<file path="config.mk">
export PLATFORM = sky130hd
export DESIGN_NAME = irq_agg_ctrl
export DESIGN_NICKNAME = d
export VERILOG_FILES = /design/src/rtl/irq_agg_pkg.sv /design/src/rtl/irq_src_latch.sv /design/src/rtl/irq_regs.sv /design/src/rtl/irq_summary.sv /design/src/rtl/irq_agg_ctrl.sv
export SDC_FILE = /design/constraint.sdc
export NUM_CORES = 1
export LEC_CHECK = 0
export ABC_AREA = 1
export BUFFER_PORTS_ARGS = -buffer_cell sky130_fd_sc_hd__buf_2
export CAP_MARGIN = 20
export CELL_PAD_IN_SITES_DETAIL_PLACEMENT = 1
export CELL_PAD_IN_SITES_GLOBAL_PLACEMENT = 1
export CORE_MARGIN = 1
export CORE_UTILIZATION = 47
export DETAILED_ROUTE_END_ITERATION = 8
export MAX_ROUTING_LAYER = met4
export PLACE_DENSITY = 0.91
export SLEW_MARGIN = 25
export SYNTH_ARGS = -nofsm -noshare
export SYNTH_HDL_FRONTEND = slang
export SYNTH_HIERARCHICAL = 1
export SYNTH_SLANG_ARGS = --single-unit
</file>
<file path="constraint.sdc">
create_clock -name clk -period 4.1 [get_ports clk]
set_input_delay 0.205 -clock clk [delete_from_list [all_inputs] [get_ports clk]]
set_output_delay 0.205 -clock clk [all_outputs]
set_load 0.005 [all_outputs]
</file>
<file path="src/rtl/irq_agg_pkg.sv">
package irq_agg_pkg;

    localparam int NUM_GRP    = 6;
    localparam int ADDR_W     = 8;
    localparam int GIDX_W     = $clog2(NUM_GRP);
    localparam int PIN_EN_BIT = 6;
    localparam int TICK_BIT   = NUM_GRP;

    localparam logic [ADDR_W-1:0] GEN_ADDR   = 8'h00;
    localparam logic [ADDR_W-1:0] INT_BASE   = 8'h3C;
    localparam logic [ADDR_W-1:0] SUM_ADDR   = 8'h42;
    localparam logic [ADDR_W-1:0] EN_OFS     = 8'h10;
    localparam logic [ADDR_W-1:0] SUMEN_ADDR = 8'h52;

    typedef enum logic [2:0] {
        SEL_NONE,
        SEL_GEN,
        SEL_INT,
        SEL_EN,
        SEL_SUM,
        SEL_SUMEN
    } sel_e;

    typedef struct packed {
        sel_e              sel;
        logic [GIDX_W-1:0] grp;
    } dec_t;

    function automatic dec_t decode(input logic [ADDR_W-1:0] a);
        dec_t d;
        d.sel = SEL_NONE;
        d.grp = '0;
        if (a == GEN_ADDR)   d.sel = SEL_GEN;
        if (a == SUM_ADDR)   d.sel = SEL_SUM;
        if (a == SUMEN_ADDR) d.sel = SEL_SUMEN;
        for (int g = 0; g < NUM_GRP; g++) begin
            if (a == INT_BASE + ADDR_W'(g)) begin
                d.sel = SEL_INT;
                d.grp = GIDX_W'(g);
            end
            if (a == INT_BASE + EN_OFS + ADDR_W'(g)) begin
                d.sel = SEL_EN;
                d.grp = GIDX_W'(g);
            end
        end
        return d;
    endfunction

endpackage

</file>
<file path="src/rtl/irq_src_latch.sv">
module irq_src_latch #(
    parameter int             W    = 8,
    parameter logic [W-1:0]   DUAL = '0
) (
    input  logic         clk,
    input  logic         rst,
    input  logic [W-1:0] stat,
    input  logic         clr,
    output logic [W-1:0] q
);

    logic [W-1:0] stat_q;
    logic [W-1:0] rise;
    logic [W-1:0] fall;
    logic [W-1:0] evt;

    always_comb begin
        rise = stat & ~stat_q;
        fall = ~stat & stat_q;
        evt  = rise | (fall & DUAL);
    end

    always_ff @(posedge clk) begin
        if (rst) begin
            stat_q <= '0;
            q      <= '0;
        end else begin
            stat_q <= stat;
            q      <= (q & ~{W{clr}}) | evt;
        end
    end

    for (genvar i = 0; i < W; i++) begin : g_bit_chk

        rise_sets_chk: assert property (@(posedge clk) disable iff (rst)
            (stat[i] && !stat_q[i]) |=> q[i]);

        read_clears_chk: assert property (@(posedge clk) disable iff (rst)
            (clr && (stat[i] == stat_q[i])) |=> !q[i]);
        if (DUAL[i]) begin : g_dual

            fall_sets_chk: assert property (@(posedge clk) disable iff (rst)
                (!stat[i] && stat_q[i]) |=> q[i]);
        end else begin : g_single

            fall_quiet_chk: assert property (@(posedge clk) disable iff (rst)
                (!stat[i] && stat_q[i] && !q[i]) |=> !q[i]);
        end
    end

endmodule

</file>
<file path="src/rtl/irq_regs.sv">
module irq_regs
    import irq_agg_pkg::*;
#(
    parameter int GRP_W = 8
) (
    input  logic                            clk,
    input  logic                            rst,
    input  logic [ADDR_W-1:0]               addr,
    input  logic                            wr,
    input  logic                            rd,
    input  logic [GRP_W-1:0]                wdata,
    input  logic [NUM_GRP-1:0][GRP_W-1:0]   int_bits,
    input  logic [GRP_W-1:0]                sum_val,
    output logic [NUM_GRP-1:0][GRP_W-1:0]   en,
    output logic [GRP_W-1:0]                sum_en,
    output logic [GRP_W-1:0]                gen,
    output logic [NUM_GRP-1:0]              int_clr,
    output logic                            sum_clr,
    output logic [GRP_W-1:0]                rdata
);

    dec_t             dec;
    logic [GRP_W-1:0] rd_mux;

    assign dec = decode(addr);

    always_ff @(posedge clk) begin
        if (rst) begin
            gen    <= '0;
            sum_en <= '0;
            en     <= '0;
        end else if (wr) begin
            if (dec.sel == SEL_GEN)   gen    <= wdata;
            if (dec.sel == SEL_SUMEN) sum_en <= wdata;
            for (int g = 0; g < NUM_GRP; g++) begin
                if (dec.sel == SEL_EN && dec.grp == GIDX_W'(g)) en[g] <= wdata;
            end
        end
    end

    always_comb begin
        rd_mux = '0;
        case (dec.sel)
            SEL_GEN:   rd_mux = gen;
            SEL_SUM:   rd_mux = sum_val;
            SEL_SUMEN: rd_mux = sum_en;
            SEL_INT: begin
                for (int g = 0; g < NUM_GRP; g++)
                    if (dec.grp == GIDX_W'(g)) rd_mux = int_bits[g];
            end
            SEL_EN: begin
                for (int g = 0; g < NUM_GRP; g++)
                    if (dec.grp == GIDX_W'(g)) rd_mux = en[g];
            end
            default: rd_mux = '0;
        endcase
    end

    always_comb begin
        for (int g = 0; g < NUM_GRP; g++)
            int_clr[g] = rd && (dec.sel == SEL_INT) && (dec.grp == GIDX_W'(g));
        sum_clr = rd && (dec.sel == SEL_SUM);
    end

    always_ff @(posedge clk) begin
        if (rst)     rdata <= '0;
        else if (rd) rdata <= rd_mux;
    end


    one_clear_chk: assert property (@(posedge clk) disable iff (rst)
        $onehot0({int_clr, sum_clr}));

    clear_needs_read_chk: assert property (@(posedge clk) disable iff (rst)
        (|{int_clr, sum_clr}) |-> rd);

    no_read_hold_chk: assert property (@(posedge clk) disable iff (rst)
        !rd |=> $stable(rdata));

endmodule

</file>
<file path="src/rtl/irq_summary.sv">
module irq_summary
    import irq_agg_pkg::*;
#(
    parameter int GRP_W = 8
) (
    input  logic                          clk,
    input  logic                          rst,
    input  logic [NUM_GRP-1:0][GRP_W-1:0] int_bits,
    input  logic [NUM_GRP-1:0][GRP_W-1:0] en,
    input  logic                          sec_flag,
    input  logic [GRP_W-1:0]              sum_en,
    input  logic                          pin_en,
    output logic [GRP_W-1:0]              sum_val,
    output logic                          irq_n
);

    logic [GRP_W-1:0] sum_raw;

    for (genvar g = 0; g < GRP_W; g++) begin : g_sum
        if (g < NUM_GRP) begin : g_grp
            assign sum_raw[g] = |(int_bits[g] & en[g]);
        end else if (g == TICK_BIT) begin : g_tick
            assign sum_raw[g] = sec_flag;
        end else begin : g_zero
            assign sum_raw[g] = 1'b0;
        end
    end

    assign sum_val = sum_raw;
    assign irq_n   = ~(pin_en & |(sum_val & sum_en));


    pin_gate_chk: assert property (@(posedge clk) disable iff (rst)
        !pin_en |-> irq_n);

    pin_masked_chk: assert property (@(posedge clk) disable iff (rst)
        (sum_en == '0) |-> irq_n);

    all_off_chk: assert property (@(posedge clk) disable iff (rst)
        (en == '0 && !sec_flag) |-> (sum_val == '0));

endmodule

</file>
<file path="src/rtl/irq_agg_ctrl.sv">
module irq_agg_ctrl
    import irq_agg_pkg::*;
#(
    parameter int                         GRP_W     = 8,
    parameter logic [NUM_GRP*GRP_W-1:0]   DUAL_MASK = {8'h80, 8'h00, 8'h0F, 8'h00, 8'h00, 8'h00}
) (
    input  logic                      clk,
    input  logic                      rst,
    input  logic [ADDR_W-1:0]         bus_addr,
    input  logic                      bus_wr,
    input  logic [GRP_W-1:0]          bus_wdata,
    input  logic                      bus_rd,
    output logic [GRP_W-1:0]          bus_rdata,
    input  logic [NUM_GRP*GRP_W-1:0]  stat_in,
    input  logic                      tick_1s,
    output logic                      irq_n
);

    logic [NUM_GRP-1:0][GRP_W-1:0] int_bits;
    logic [NUM_GRP-1:0][GRP_W-1:0] en;
    logic [GRP_W-1:0]              sum_en;
    logic [GRP_W-1:0]              gen;
    logic [GRP_W-1:0]              sum_val;
    logic [NUM_GRP-1:0]            int_clr;
    logic                          sum_clr;
    logic                          sec_flag;

    for (genvar g = 0; g < NUM_GRP; g++) begin : g_src
        irq_src_latch #(
            .W    (GRP_W),
            .DUAL (DUAL_MASK[g*GRP_W +: GRP_W])
        ) u_latch (
            .clk  (clk),
            .rst  (rst),
            .stat (stat_in[g*GRP_W +: GRP_W]),
            .clr  (int_clr[g]),
            .q    (int_bits[g])
        );
    end

    always_ff @(posedge clk) begin
        if (rst) sec_flag <= 1'b0;
        else     sec_flag <= (sec_flag & ~sum_clr) | tick_1s;
    end

    irq_regs #(.GRP_W(GRP_W)) u_regs (
        .clk      (clk),
        .rst      (rst),
        .addr     (bus_addr),
        .wr       (bus_wr),
        .rd       (bus_rd),
        .wdata    (bus_wdata),
        .int_bits (int_bits),
        .sum_val  (sum_val),
        .en       (en),
        .sum_en   (sum_en),
        .gen      (gen),
        .int_clr  (int_clr),
        .sum_clr  (sum_clr),
        .rdata    (bus_rdata)
    );

    irq_summary #(.GRP_W(GRP_W)) u_sum (
        .clk      (clk),
        .rst      (rst),
        .int_bits (int_bits),
        .en       (en),
        .sec_flag (sec_flag),
        .sum_en   (sum_en),
        .pin_en   (gen[PIN_EN_BIT]),
        .sum_val  (sum_val),
        .irq_n    (irq_n)
    );


    tick_latch_chk: assert property (@(posedge clk) disable iff (rst)
        tick_1s |=> sec_flag);

    tick_clear_chk: assert property (@(posedge clk) disable iff (rst)
        (sum_clr && !tick_1s) |=> !sec_flag);

    sum_read_keeps_chk: assert property (@(posedge clk) disable iff (rst)
        sum_clr |=> (int_bits == $past(int_bits) | int_bits));

endmodule

</file>
==> reports/results.ini <==
[outcome]
status=completed

[detailed_routing]
drc_errors=0
vias_per_cell=5.44
vias=7848
dr.first_iter.drc_count=816
totalWireLength_mm=26.9
wl_per_cell_um=18.6
drt_first_pass_iters=5
ant_nets=0

[sta]
worst_pin_slew_ns=0.854
fin_worst_skew_ns=0.0116
rsz0062_at_grt=false
period_minus_slack_ns=2.25
slew_viol_final=0
setup_slack_ns=1.85
period_share=0.549
slew_headroom=0.431
finalSetupViolations=0
final_hold_viol_count=0
fmax_mhz=445
fin_setup_tns_ns=0

[cells_and_area]
most-common-layout-cells=nand2_1, inv_1, dfxtp_1
multi_input_area_um2=3700
fillers=2181
layout_commonest_cell=nand2_1
final_cells=1443
drive_above_1_share=0.174
area_delta_synth_final_pct=14.2
regArea_um2=3380
nNetsFinal=1279
antenna_cells=0

[logic_synthesis]
avgSynthCellArea_um2=7.23
syn-num-nets=1202
synth.area.top_cells=dfxtp_1, nand2_1, inv_1, nor2_1, nand3_2
ys_warn_count=6
synth_top_area_cell=dfxtp_1
synthCells=1133
ys_seq_area_frac=0.413
synthesis.area_um2=8190
synth.distinct_cells=39
ys_seq_elements=169
yosysTopAreaCellShare=0.413

[clocking]
post-cts-setup-buffer-count=0
post_cts_resized=0
htreeDepth=4
cts_hold_buf=24
clock_latency_ns=0.43
cts-buffers-inserted=17
clk_pin_slew_ns=0.06
cts.path.max_buffers=2
tritoncts=yes
clock_sinks=169
cts_root_buf=clkbuf_16

[worst_setup_path]
crit_path_end_kind=flip-flop
path_class=in2reg
required_ns=4.46
startpoint_type=input pin
cp_max_fo=15
arrival_ns=2.60

[flow_run]
drv_cap=0

[power]
leakagePower_nw=4.27
switching_share=0.254
comb_power_share=0.082
p_per_area_nw_per_um2=394
switching_power_mw=0.935
clkPwrFrac=0.435
internal_power_mw=2.75
vdd_drop_max_uv=292
seq_power_share=0.483

[floorplan]
rows=47
fp.dieW_um=134
dieArea_um2=18000
coreArea_um2=16800
num_io_pins=78
initial_core_util=0.487
die_h_um=134

[place]
dp_slack_ns=1.51
place.port_buffers=77
dp_cells=1387
gp_routability_congestion=0.936
dpl.hpwl_mm=18.0

[global_routing]
grt_max_degree=84
grt_pass1_wl_mm=43.3
grt.total_usage=0.322
grt_pass1_vias=8285
gr-total-overflow=0
antenna_found_initial=0

[hold_path]
hp-class=in2reg

[critical path, stage by stage]
cell and delay (ns):
buf_2 0.13, inv_1 0.07, nand2_1 0.10, nor2_4 0.34, nand2_1 0.19, nand2_1 0.44
inv_1 0.24, o211ai_1 0.24, nor2_1 0.10, nor2_1 0.15, nand2_1 0.09, nand3_1 0.11
nand2_1 0.07, a21oi_2 0.12
[stage by stage]
stage                      util  total power [mW]  area [µm²]  hold slack, ns
final                     0.556              3.69        9350         0.00858
after global routing      0.556              3.81        9350         0.00675
after CTS                 0.556              3.71        9350        0.000177
after detailed placement  0.507              2.09        8530           0.410
after global placement    0.507              2.07        8530           0.405
after floorplan               -              1.98        8190           0.267
[path summary, 6_finish.rpt]
check	start	to	slack [ns]	cells after the start
max	bus_addr[4]	u_regs/rdata[4]	1.85	14
min	stat_in[37]	g_src[4].u_latch/stat_q[5]	0.009	3
max reg2reg	g_src[3].u_latch/q[5]	u_regs/rdata[3]	2.48	9
min reg2reg	g_src[5].u_latch/stat_q[5]	g_src[5].u_latch/q[5]	0.42	1
[power groups by stage]
stage | sequential, mW | clock [mW] | combinational, mW
floorplan | 1.79 | 0 | 0.192
global placement | 1.81 | 0 | 0.262
detailed placement | 1.81 | 0 | 0.276
CTS | 1.78 | 1.63 | 0.300
global route | 1.79 | 1.69 | 0.332
finish | 1.78 | 1.60 | 0.304
[flip-flops by register name, summed over array words and instances, names as in the netlist]
register              count
sec_flag                  1
u_regs/en                48
g_src.u_latch/q          48
g_src.u_latch/stat_q     48
u_regs/rdata              8
u_regs/gen                8
u_regs/sum_en             8
[Yosys cell counts, drive strengths merged]
cell and number:
dfxtp 169, o21ai 27, nor3 1, a22o 5, nand2 293, buf 35
a21boi 1, o211ai 6, a211oi 38, nor2 164, conb 1, o2bb2ai 1
inv 185, a21oi 39, nand4 19, o22ai 14, clkbuf 11, nand3 119
clkinv 5
[per-layer routing]
metal / global-route usage / share of wire / wire [µm]
met5: - / 0 / 0
met4: 0.157 / 0.042 / 1140
met3: 0.0680 / 0.065 / 1760
met2: 0.523 / 0.48 / 12800
met1: 0.380 / 0.41 / 11200
[kinds of logic after synthesis]
logic type / share of synthesized area
and+or+nand+nor: 0.335
other: 0.000458
DFF: 0.413
buffers and inverters: 0.136
AOI/OAI and AO/OA: 0.116
[layout make-up]
cell class,instances,share of cell area
clock buffers,21,0.0492
clock inverters,11,0.0128
inverters,190,0.0816
multi-input cells,728,0.395
flip-flops and latches,169,0.362
well taps,220,0.0294
repair buffers,104,0.0700
(Power assumes the default switching activity.)
